$ cat src/rtl/l1w_pkg.sv
package l1w_pkg;

    typedef enum logic [1:0] {
        FSM_IDLE  = 2'd0,
        FSM_FETCH = 2'd1,
        FSM_SWEEP = 2'd2
    } fsm_e;

    localparam logic [1:0] WS_INV = 2'd0;
    localparam logic [1:0] WS_VAL = 2'd1;
    localparam logic [1:0] WS_REG = 2'd2;

endpackage

$ cat src/rtl/l1w_reg_tracker.sv
module l1w_reg_tracker #(
    parameter int MAX_OUT = 15
) (
    input  logic                         clk,
    input  logic                         rst_n,
    input  logic                         issue,
    input  logic                         ack,
    output logic [$clog2(MAX_OUT+1)-1:0] count,
    output logic                         full
);
    localparam int CNT_W = $clog2(MAX_OUT + 1);

    logic [CNT_W-1:0] cnt_d, cnt_q;

    always_comb begin
        cnt_d = cnt_q;
        if (issue && !ack) begin
            cnt_d = cnt_q + 1'b1;
        end else if (!issue && ack) begin
            cnt_d = cnt_q - 1'b1;
        end
    end

    always_ff @(posedge clk or negedge rst_n) begin
        if (!rst_n) begin
            cnt_q <= '0;
        end else begin
            cnt_q <= cnt_d;
        end
    end

    assign count = cnt_q;
    assign full  = (cnt_q == CNT_W'(MAX_OUT));

    AST_NO_OVERFLOW: assert property (@(posedge clk) disable iff (!rst_n)
        full |-> !issue);

    AST_NO_STRAY_ACK: assert property (@(posedge clk) disable iff (!rst_n)
        ack |-> (cnt_q != '0));

endmodule

$ cat src/rtl/l1w_line_store.sv
module l1w_line_store #(
    parameter int NUM_LINES = 8,
    parameter int WORDS     = 4,
    parameter int DATA_W    = 32,
    parameter int TAG_W     = 5,
    parameter int RGN_W     = 2
) (
    input  logic                           clk,
    input  logic                           rst_n,
    input  logic [$clog2(NUM_LINES)-1:0]   idx,
    input  logic                           wr_en,
    input  logic                           wr_vld,
    input  logic [TAG_W-1:0]               wr_tag,
    input  logic [RGN_W-1:0]               wr_rgn,
    input  logic [2*WORDS-1:0]             wr_st,
    input  logic [WORDS-1:0]               wr_tch,
    input  logic [WORDS*DATA_W-1:0]        wr_dat,
    output logic                           rd_vld,
    output logic [TAG_W-1:0]               rd_tag,
    output logic [RGN_W-1:0]               rd_rgn,
    output logic [2*WORDS-1:0]             rd_st,
    output logic [WORDS-1:0]               rd_tch,
    output logic [WORDS*DATA_W-1:0]        rd_dat
);
    localparam int IDX_W = $clog2(NUM_LINES);

    logic                    vld_a [NUM_LINES];
    logic [TAG_W-1:0]        tag_a [NUM_LINES];
    logic [RGN_W-1:0]        rgn_a [NUM_LINES];
    logic [2*WORDS-1:0]      st_a  [NUM_LINES];
    logic [WORDS-1:0]        tch_a [NUM_LINES];
    logic [WORDS*DATA_W-1:0] dat_a [NUM_LINES];

    for (genvar i = 0; i < NUM_LINES; i++) begin : g_line
        logic                    vld_q;
        logic [TAG_W-1:0]        tag_q;
        logic [RGN_W-1:0]        rgn_q;
        logic [2*WORDS-1:0]      st_q;
        logic [WORDS-1:0]        tch_q;
        logic [WORDS*DATA_W-1:0] dat_q;
        logic                    sel;

        assign sel = wr_en && (idx == IDX_W'(i));

        always_ff @(posedge clk or negedge rst_n) begin
            if (!rst_n) begin
                vld_q <= 1'b0;
                st_q  <= '0;
                tch_q <= '0;
            end else if (sel) begin
                vld_q <= wr_vld;
                st_q  <= wr_st;
                tch_q <= wr_tch;
            end
        end

        always_ff @(posedge clk) begin
            if (sel) begin
                tag_q <= wr_tag;
                rgn_q <= wr_rgn;
                dat_q <= wr_dat;
            end
        end

        assign vld_a[i] = vld_q;
        assign tag_a[i] = tag_q;
        assign rgn_a[i] = rgn_q;
        assign st_a[i]  = st_q;
        assign tch_a[i] = tch_q;
        assign dat_a[i] = dat_q;
    end

    assign rd_vld = vld_a[idx];
    assign rd_tag = tag_a[idx];
    assign rd_rgn = rgn_a[idx];
    assign rd_st  = st_a[idx];
    assign rd_tch = tch_a[idx];
    assign rd_dat = dat_a[idx];

endmodule

$ cat src/rtl/word_si_l1.sv
module word_si_l1
    import l1w_pkg::*;
#(
    parameter int NUM_LINES       = 8,
    parameter int WORDS_PER_LINE  = 4,
    parameter int DATA_W          = 32,
    parameter int ADDR_W          = 10,
    parameter int NUM_REGIONS     = 4,
    parameter int MAX_OUTSTANDING = 15
) (
    input  logic                                        clk,
    input  logic                                        rst_n,
    input  logic                                        req_valid,
    input  logic                                        req_write,
    input  logic [ADDR_W-1:0]                           req_addr,
    input  logic [DATA_W-1:0]                           req_wdata,
    input  logic [$clog2(NUM_REGIONS)-1:0]              req_region,
    output logic                                        req_ready,
    output logic                                        rsp_valid,
    output logic [DATA_W-1:0]                           rsp_data,
    output logic                                        rd_req_valid,
    output logic [ADDR_W-$clog2(WORDS_PER_LINE)-1:0]    rd_req_line,
    input  logic                                        fill_valid,
    input  logic [WORDS_PER_LINE*DATA_W-1:0]            fill_data,
    output logic                                        reg_req_valid,
    output logic [ADDR_W-1:0]                           reg_req_addr,
    output logic [DATA_W-1:0]                           reg_req_data,
    input  logic                                        reg_ack,
    input  logic                                        phase_end,
    input  logic [NUM_REGIONS-1:0]                      phase_wmask,
    output logic                                        sweep_done,
    output logic                                        phase_ready
);
    localparam int OFF_W   = $clog2(WORDS_PER_LINE);
    localparam int IDX_W   = $clog2(NUM_LINES);
    localparam int TAG_W   = ADDR_W - OFF_W - IDX_W;
    localparam int LADDR_W = ADDR_W - OFF_W;
    localparam int RGN_W   = $clog2(NUM_REGIONS);
    localparam int CNT_W   = $clog2(MAX_OUTSTANDING + 1);
    localparam int W       = WORDS_PER_LINE;

    typedef struct packed {
        fsm_e                 fsm;
        logic [ADDR_W-1:0]    addr;
        logic [RGN_W-1:0]     rgn;
        logic [IDX_W-1:0]     sidx;
        logic                 pend;
        logic [NUM_REGIONS-1:0] pmask;
        logic                 rsp_v;
        logic [DATA_W-1:0]    rsp_d;
        logic                 rdq_v;
        logic [LADDR_W-1:0]   rdq_line;
        logic                 regq_v;
        logic [ADDR_W-1:0]    regq_addr;
        logic [DATA_W-1:0]    regq_data;
        logic                 done;
    } ctl_t;

    ctl_t ctl_d, ctl_q;

    // address fields of the incoming request and the held miss
    logic [OFF_W-1:0] req_off, miss_off;
    logic [IDX_W-1:0] req_idx, miss_idx, ln_idx;
    logic [TAG_W-1:0] req_tag, miss_tag;

    assign req_off  = req_addr[OFF_W-1:0];
    assign req_idx  = req_addr[OFF_W +: IDX_W];
    assign req_tag  = req_addr[ADDR_W-1 -: TAG_W];
    assign miss_off = ctl_q.addr[OFF_W-1:0];
    assign miss_idx = ctl_q.addr[OFF_W +: IDX_W];
    assign miss_tag = ctl_q.addr[ADDR_W-1 -: TAG_W];

    always_comb begin
        unique case (ctl_q.fsm)
            FSM_FETCH: ln_idx = miss_idx;
            FSM_SWEEP: ln_idx = ctl_q.sidx;
            default:   ln_idx = req_idx;
        endcase
    end

    // line store port
    logic                 rd_vld, wr_en, wr_vld;
    logic [TAG_W-1:0]     rd_tag, wr_tag;
    logic [RGN_W-1:0]     rd_rgn, wr_rgn;
    logic [2*W-1:0]       rd_st, wr_st;
    logic [W-1:0]         rd_tch, wr_tch;
    logic [W*DATA_W-1:0]  rd_dat, wr_dat;

    l1w_line_store #(
        .NUM_LINES (NUM_LINES),
        .WORDS     (W),
        .DATA_W    (DATA_W),
        .TAG_W     (TAG_W),
        .RGN_W     (RGN_W)
    ) u_store (
        .clk    (clk),
        .rst_n  (rst_n),
        .idx    (ln_idx),
        .wr_en  (wr_en),
        .wr_vld (wr_vld),
        .wr_tag (wr_tag),
        .wr_rgn (wr_rgn),
        .wr_st  (wr_st),
        .wr_tch (wr_tch),
        .wr_dat (wr_dat),
        .rd_vld (rd_vld),
        .rd_tag (rd_tag),
        .rd_rgn (rd_rgn),
        .rd_st  (rd_st),
        .rd_tch (rd_tch),
        .rd_dat (rd_dat)
    );

    // open registration count
    logic             issue, full;
    logic [CNT_W-1:0] open_cnt;

    l1w_reg_tracker #(
        .MAX_OUT (MAX_OUTSTANDING)
    ) u_track (
        .clk   (clk),
        .rst_n (rst_n),
        .issue (issue),
        .ack   (reg_ack),
        .count (open_cnt),
        .full  (full)
    );

    logic       ready_c, hit_line, word_live;

    always_comb begin
        ctl_d        = ctl_q;
        ctl_d.rsp_v  = 1'b0;
        ctl_d.rdq_v  = 1'b0;
        ctl_d.regq_v = 1'b0;
        ctl_d.done   = 1'b0;
        ready_c      = 1'b0;
        issue        = 1'b0;
        hit_line     = 1'b0;
        word_live    = 1'b0;
        wr_en        = 1'b0;
        wr_vld       = rd_vld;
        wr_tag       = rd_tag;
        wr_rgn       = rd_rgn;
        wr_st        = rd_st;
        wr_tch       = rd_tch;
        wr_dat       = rd_dat;

        if (phase_end && ctl_q.fsm != FSM_IDLE) begin
            ctl_d.pend  = 1'b1;
            ctl_d.pmask = phase_wmask;
        end

        unique case (ctl_q.fsm)
            FSM_IDLE: begin
                hit_line = rd_vld && (rd_tag == req_tag);
                for (int w = 0; w < W; w++) begin
                    if (OFF_W'(w) == req_off) begin
                        word_live = (rd_st[2*w +: 2] != WS_INV);
                    end
                end
                if (phase_end || ctl_q.pend) begin
                    ctl_d.fsm   = FSM_SWEEP;
                    ctl_d.sidx  = '0;
                    ctl_d.pmask = phase_end ? phase_wmask : ctl_q.pmask;
                    ctl_d.pend  = 1'b0;
                end else begin
                    ready_c = !(req_write && full);
                    if (req_valid && ready_c) begin
                        if (req_write) begin
                            wr_en = 1'b1;
                            issue = 1'b1;
                            if (!hit_line) begin
                                wr_vld = 1'b1;
                                wr_tag = req_tag;
                                wr_rgn = req_region;
                                wr_st  = '0;
                                wr_tch = '0;
                            end
                            for (int w = 0; w < W; w++) begin
                                if (OFF_W'(w) == req_off) begin
                                    wr_st[2*w +: 2]           = WS_REG;
                                    wr_dat[w*DATA_W +: DATA_W] = req_wdata;
                                end
                            end
                            ctl_d.rsp_v     = 1'b1;
                            ctl_d.rsp_d     = req_wdata;
                            ctl_d.regq_v    = 1'b1;
                            ctl_d.regq_addr = req_addr;
                            ctl_d.regq_data = req_wdata;
                        end else if (hit_line && word_live) begin
                            wr_en = 1'b1;
                            for (int w = 0; w < W; w++) begin
                                if (OFF_W'(w) == req_off) begin
                                    wr_tch[w]   = 1'b1;
                                    ctl_d.rsp_d = rd_dat[w*DATA_W +: DATA_W];
                                end
                            end
                            ctl_d.rsp_v = 1'b1;
                        end else begin
                            ctl_d.fsm      = FSM_FETCH;
                            ctl_d.addr     = req_addr;
                            ctl_d.rgn      = req_region;
                            ctl_d.rdq_v    = 1'b1;
                            ctl_d.rdq_line = req_addr[ADDR_W-1:OFF_W];
                        end
                    end
                end
            end

            FSM_FETCH: begin
                hit_line = rd_vld && (rd_tag == miss_tag);
                if (fill_valid) begin
                    wr_en = 1'b1;
                    if (!hit_line) begin
                        wr_vld = 1'b1;
                        wr_tag = miss_tag;
                        wr_rgn = ctl_q.rgn;
                        wr_st  = '0;
                        wr_tch = '0;
                    end
                    for (int w = 0; w < W; w++) begin
                        if (wr_st[2*w +: 2] == WS_INV) begin
                            wr_st[2*w +: 2]            = WS_VAL;
                            wr_dat[w*DATA_W +: DATA_W] = fill_data[w*DATA_W +: DATA_W];
                        end
                    end
                    for (int w = 0; w < W; w++) begin
                        if (OFF_W'(w) == miss_off) begin
                            wr_tch[w]   = 1'b1;
                            ctl_d.rsp_d = wr_dat[w*DATA_W +: DATA_W];
                        end
                    end
                    ctl_d.rsp_v = 1'b1;
                    ctl_d.fsm   = FSM_IDLE;
                end
            end

            FSM_SWEEP: begin
                wr_en = 1'b1;
                for (int w = 0; w < W; w++) begin
                    if (rd_vld && ctl_q.pmask[rd_rgn] &&
                        rd_st[2*w +: 2] == WS_VAL && !rd_tch[w]) begin
                        wr_st[2*w +: 2] = WS_INV;
                    end
                end
                wr_tch = '0;
                if (ctl_q.sidx == IDX_W'(NUM_LINES - 1)) begin
                    ctl_d.fsm  = FSM_IDLE;
                    ctl_d.done = 1'b1;
                end else begin
                    ctl_d.sidx = ctl_q.sidx + 1'b1;
                end
            end

            default: ctl_d.fsm = FSM_IDLE;
        endcase
    end

    always_ff @(posedge clk or negedge rst_n) begin
        if (!rst_n) begin
            ctl_q <= '0;
        end else begin
            ctl_q <= ctl_d;
        end
    end

    assign req_ready     = ready_c;
    assign rsp_valid     = ctl_q.rsp_v;
    assign rsp_data      = ctl_q.rsp_d;
    assign rd_req_valid  = ctl_q.rdq_v;
    assign rd_req_line   = ctl_q.rdq_line;
    assign reg_req_valid = ctl_q.regq_v;
    assign reg_req_addr  = ctl_q.regq_addr;
    assign reg_req_data  = ctl_q.regq_data;
    assign sweep_done    = ctl_q.done;
    assign phase_ready   = (open_cnt == '0) && (ctl_q.fsm != FSM_SWEEP) && !ctl_q.pend;

    AST_FETCH_PULSE: assert property (@(posedge clk) disable iff (!rst_n)
        rd_req_valid |=> !rd_req_valid);

    AST_FILL_ANSWERS: assert property (@(posedge clk) disable iff (!rst_n)
        (ctl_q.fsm == FSM_FETCH && fill_valid) |=> (rsp_valid && !rd_req_valid));

    AST_REG_WITH_RSP: assert property (@(posedge clk) disable iff (!rst_n)
        reg_req_valid |-> rsp_valid);

    AST_SWEEP_SILENT: assert property (@(posedge clk) disable iff (!rst_n)
        (ctl_q.fsm == FSM_SWEEP) |=> !rsp_valid);

    AST_DONE_AFTER_SWEEP: assert property (@(posedge clk) disable iff (!rst_n)
        sweep_done |-> (ctl_q.fsm == FSM_IDLE && $past(ctl_q.fsm) == FSM_SWEEP));

endmodule

$ cat config.mk
export PLATFORM = sky130hd
export DESIGN_NAME = word_si_l1
export DESIGN_NICKNAME = d
export VERILOG_FILES = /design/src/rtl/l1w_pkg.sv /design/src/rtl/l1w_reg_tracker.sv /design/src/rtl/l1w_line_store.sv /design/src/rtl/word_si_l1.sv
export SDC_FILE = /design/constraint.sdc
export NUM_CORES = 2
export LEC_CHECK = 0
export BUFFER_PORTS_ARGS = -buffer_cell sky130_fd_sc_hd__buf_2
export CAP_MARGIN = 20
export CORE_MARGIN = 3
export CORE_UTILIZATION = 50
export CTS_CLUSTER_SIZE = 10
export DETAILED_ROUTE_END_ITERATION = 6
export PLACE_DENSITY = 0.65
export SLEW_MARGIN = 10
export SYNTH_ARGS = -nofsm -noshare
export SYNTH_HDL_FRONTEND = slang
export SYNTH_SLANG_ARGS = --single-unit
$ cat constraint.sdc
create_clock -name clk -period 6.88 [get_ports clk]
set_input_delay 0.688 -clock clk [delete_from_list [all_inputs] [get_ports clk]]
set_output_delay 0.688 -clock clk [all_outputs]
set_load 0.01 [all_outputs]
==> flow_metrics.tcl <==
set metrics [dict create \
    routed_via_density 6.85 \
    postSynthAreaPerCell_um2 14.1 \
    synthArstFlopShare 0.161 \
    ys_seq_area_frac 0.630 \
    grt_usage 0.320 \
    synth_compound_area_frac 0.118 \
    final_layout_size_suffix_gt1_frac 0.221 \
    synthTopCellsByArea "edfxtp_1 54%, mux4_2 10%, dfrtp_1 8.7%" \
    fp-row-count 126 \
    htree_levels 4 \
    timing_worst_setup_path_type "flop to flop" \
    stdcell_area_mm2 0.0674 \
    finalSetupViolCount 0 \
    numCtsBuffers 152 \
    clkLatencyLatePin_ns 0.78 \
    die_area_mm2 0.124 \
    yosysWarningCount 0 \
    start_kind "flop" \
    start_util 0.505 \
    power_uw 39600 \
    final_cell_mix "1080 x edfxtp_1, 519 x nand2_1, 276 x o21ai_0, 269 x buf_2, 267 x mux4_2" \
    synth_fa_ha_area_frac 0.00264 \
    slew_viol_final 0 \
    tightest_slew_ns 1.29 \
    arrival_ns 6.68 \
    postCtsSetupRepairBufs 0 \
    post-dp-hpwl_um 122000 \
    totalWireLength_um 199000 \
    setup_ws_ns 0.658 \
    finalHoldWorstSlack_ns 0.0420 \
    grt_antenna_before_repair 18 \
    cts_tree "done" \
    drv_cap 0 \
    firstDrtPassIters 7 \
    r2r-end "u_store.g_line[0].dat_q[4]$_DFFE_PP_" \
    peakVddDrop_uv 381 \
    grt_pass1_wl_um 284000 \
    r2r_slack_ns 0.66 \
    final_nets 4606 \
    skew_ns 0.0322 \
    rsz0062_at_grt "false" \
    wl_per_cell_um 32.5 \
    synth_seq_cells 1288 \
    final_common_cell "edfxtp_1" \
    timing.final.crit_share 0.904 \
    power_density_mw_per_mm2 587 \
    synthesis.area_mm2 0.0597 \
    grt_pass1_vias 39800 \
    portBuffers 270 \
    clockBufferDepth 3 \
    num_vias 42100 \
    startpoint "ctl_q[107]$_DFFE_PN0P_" \
    root_buffer "clkbuf_16" \
    min_period_ns 6.22 \
    syn_nets 4433 \
    synth-main-ff-cell "edfxtp_1" \
    r2r_cells 13 \
    clkTransAtPathRegs_ns 0.06 \
    dr.first_iter.drc_count 6482 \
    globalplace.congestion 0.947 \
    synth_edf_count 1080 \
    cp_max_fo 19 \
    hp-class "input pin to asynchronous set/reset pin" \
    crit_required_ns 7.34 \
    hold_viol_final 0 \
    synthMuxAreaShare 0.143 \
    drc 7 \
    cts.sinks 1288 \
    dpl_cell_area_mm2 0.0627 \
    synth_largest_area_cell "edfxtp_1" \
    synthDistinctLibCells 102 \
    ios 271 \
    overflow 0 \
    syn2layout_area_growth_pct 12.8 \
    die_w_um 352 \
    postSynthCellCount 4238 \
    grt_max_degree 121 \
    max_freq_ghz 0.161 \
    p_leak_uw 0.0239 \
    cts_resized 0 \
    coreArea_mm2 0.118 \
    relSlewSlack 0.135 \
    place_ws_ns 0.972 \
    tns_ns 0 \
    reg2reg_from "ctl_q[107]$_DFFE_PN0P_" \
    synthSimpleGateAreaFrac 0.0681 \
    worstSetupEndpointType "flop" \
    postCtsHoldBufs 0 \
    synth_top_family_by_area "multiplexers" \
    violations "design-rule violations" \
    status "finished with violations" \
    yosys.area.top_type_share 0.543 \
    ant_nets 0 \
    synthXorXnorAreaFrac 0.00201 \
    dieHeight_um 352 \
]
-- routing by layer --
metal / up-vias / wire length [µm] / track usage
li1: 17100 / - / -
met1: 21100 / 74800 / 0.437
met2: 3245 / 86900 / 0.470
met3: 632 / 27900 / 0.109
met4: 14 / 9500 / 0.136
met5: - / 186 / 0.00589
-- cells in the mapped netlist, drive strengths merged (8+ instances only) --
cell type  instances
o31ai             17
nand3             49
a22oi             29
a31oi             26
edfxtp          1080
nand2            523
a211oi            11
o21ai            294
nor2             128
buf              223
a22o              18
nand4             20
o22ai            176
xnor2              8
dfrtp            208
a2bb2oi           24
a221o             17
nor4b              9
or3               11
a2111oi           26
a31o              10
o221ai            27
nor2b             10
o211ai            35
mux2i            201
o311ai            21
ha                11
o211a              8
mux4             267
a21oi            228
mux2              46
and3              26
nor3              40
o31a               8
a221oi            25
inv               42
a32o              18
nor4              53
nand2b            17
clkbuf           176
-- critical path: stages, from the launching register on --
cell and delay [ns]:
dfrtp_1 0.42, inv_1 0.12, ha_2 0.60, buf_4 0.31
mux2i_4 0.50, a2111oi_0 0.16, nor4_2 0.74, xor2_2 0.42
or3_1 0.46, nor3_4 0.21, nor2_2 0.84, buf_4 0.39
a21oi_1 0.10, o22ai_1 0.60
-- layout make-up --
cell class,count,area (µm²)
Timing Repair Buffer,418,2740
Fill cell,9341,51000
Tap cell,1600,2000
Antenna cell,8,20.0
Sequential cell,1288,37600
Clock buffer,254,4320
Clock inverter,22,313
Multi-Input combinational cell,2508,20100
Inverter,43,216
-- sequential cells by signal, indices dropped and copies added, names as in the netlist, 4 cells and up --
| name | count |
|---|---|
| u_store.g_line.dat_q | 1024 |
| u_store.g_line.st_q | 64 |
| u_store.g_line.tag_q | 40 |
| reg_req_data | 32 |
| rsp_data | 32 |
| u_store.g_line.tch_q | 32 |
| ctl_q | 22 |
| u_store.g_line.rgn_q | 16 |
| reg_req_addr | 10 |
| u_store.g_line.vld_q | 8 |
| u_track.count | 4 |
-- power by group --
| group | switching, µW | internal (µW) | leakage, µW |
|---|---|---|---|
| clock network | 3150 | 4400 | 0.00221 |
| registers | 750 | 13400 | 0.0126 |
| logic | 12100 | 5770 | 0.00907 |
| total | 16000 | 23500 | 0.0239 |
-- stage by stage --
| step | util | cells |
|---|---|---|
| after floorplan | - | 4238 |
| after global placement | 0.530 | 5856 |
| after detailed placement | 0.530 | 5857 |
| after CTS | 0.569 | 6133 |
| after global routing | 0.569 | 6134 |
| final | 0.569 | 6141 |
-- worst max-delay path by stage --
stage,endpoint,slack (ns),depth (start not counted)
after floorplan,u_store.g_line[3].st_q[6]$_DFFE_PN0P_,0.61,15
after global placement,rsp_data[19]$_DFFE_PN0P_,1.11,12
after detailed placement,u_store.g_line[0].dat_q[4]$_DFFE_PP_,0.97,13
after CTS,u_store.g_line[5].dat_q[4]$_DFFE_PP_,0.90,13
after global routing,u_store.g_line[0].dat_q[4]$_DFFE_PP_,0.46,13
final,u_store.g_line[0].dat_q[4]$_DFFE_PP_,0.66,13
-- logic make-up (layout without fill, tap and decap cells) --
logic type	after synthesis	in the layout
flops	1288	1288
compound gates	1066	1066
simple gates	904	904
mux	514	514
buf+inv	442	737
fa+ha+maj	12	12
xor+xnor	12	12
other cells	0	8
No activity file was read; power rests on OpenSTA's default activity.
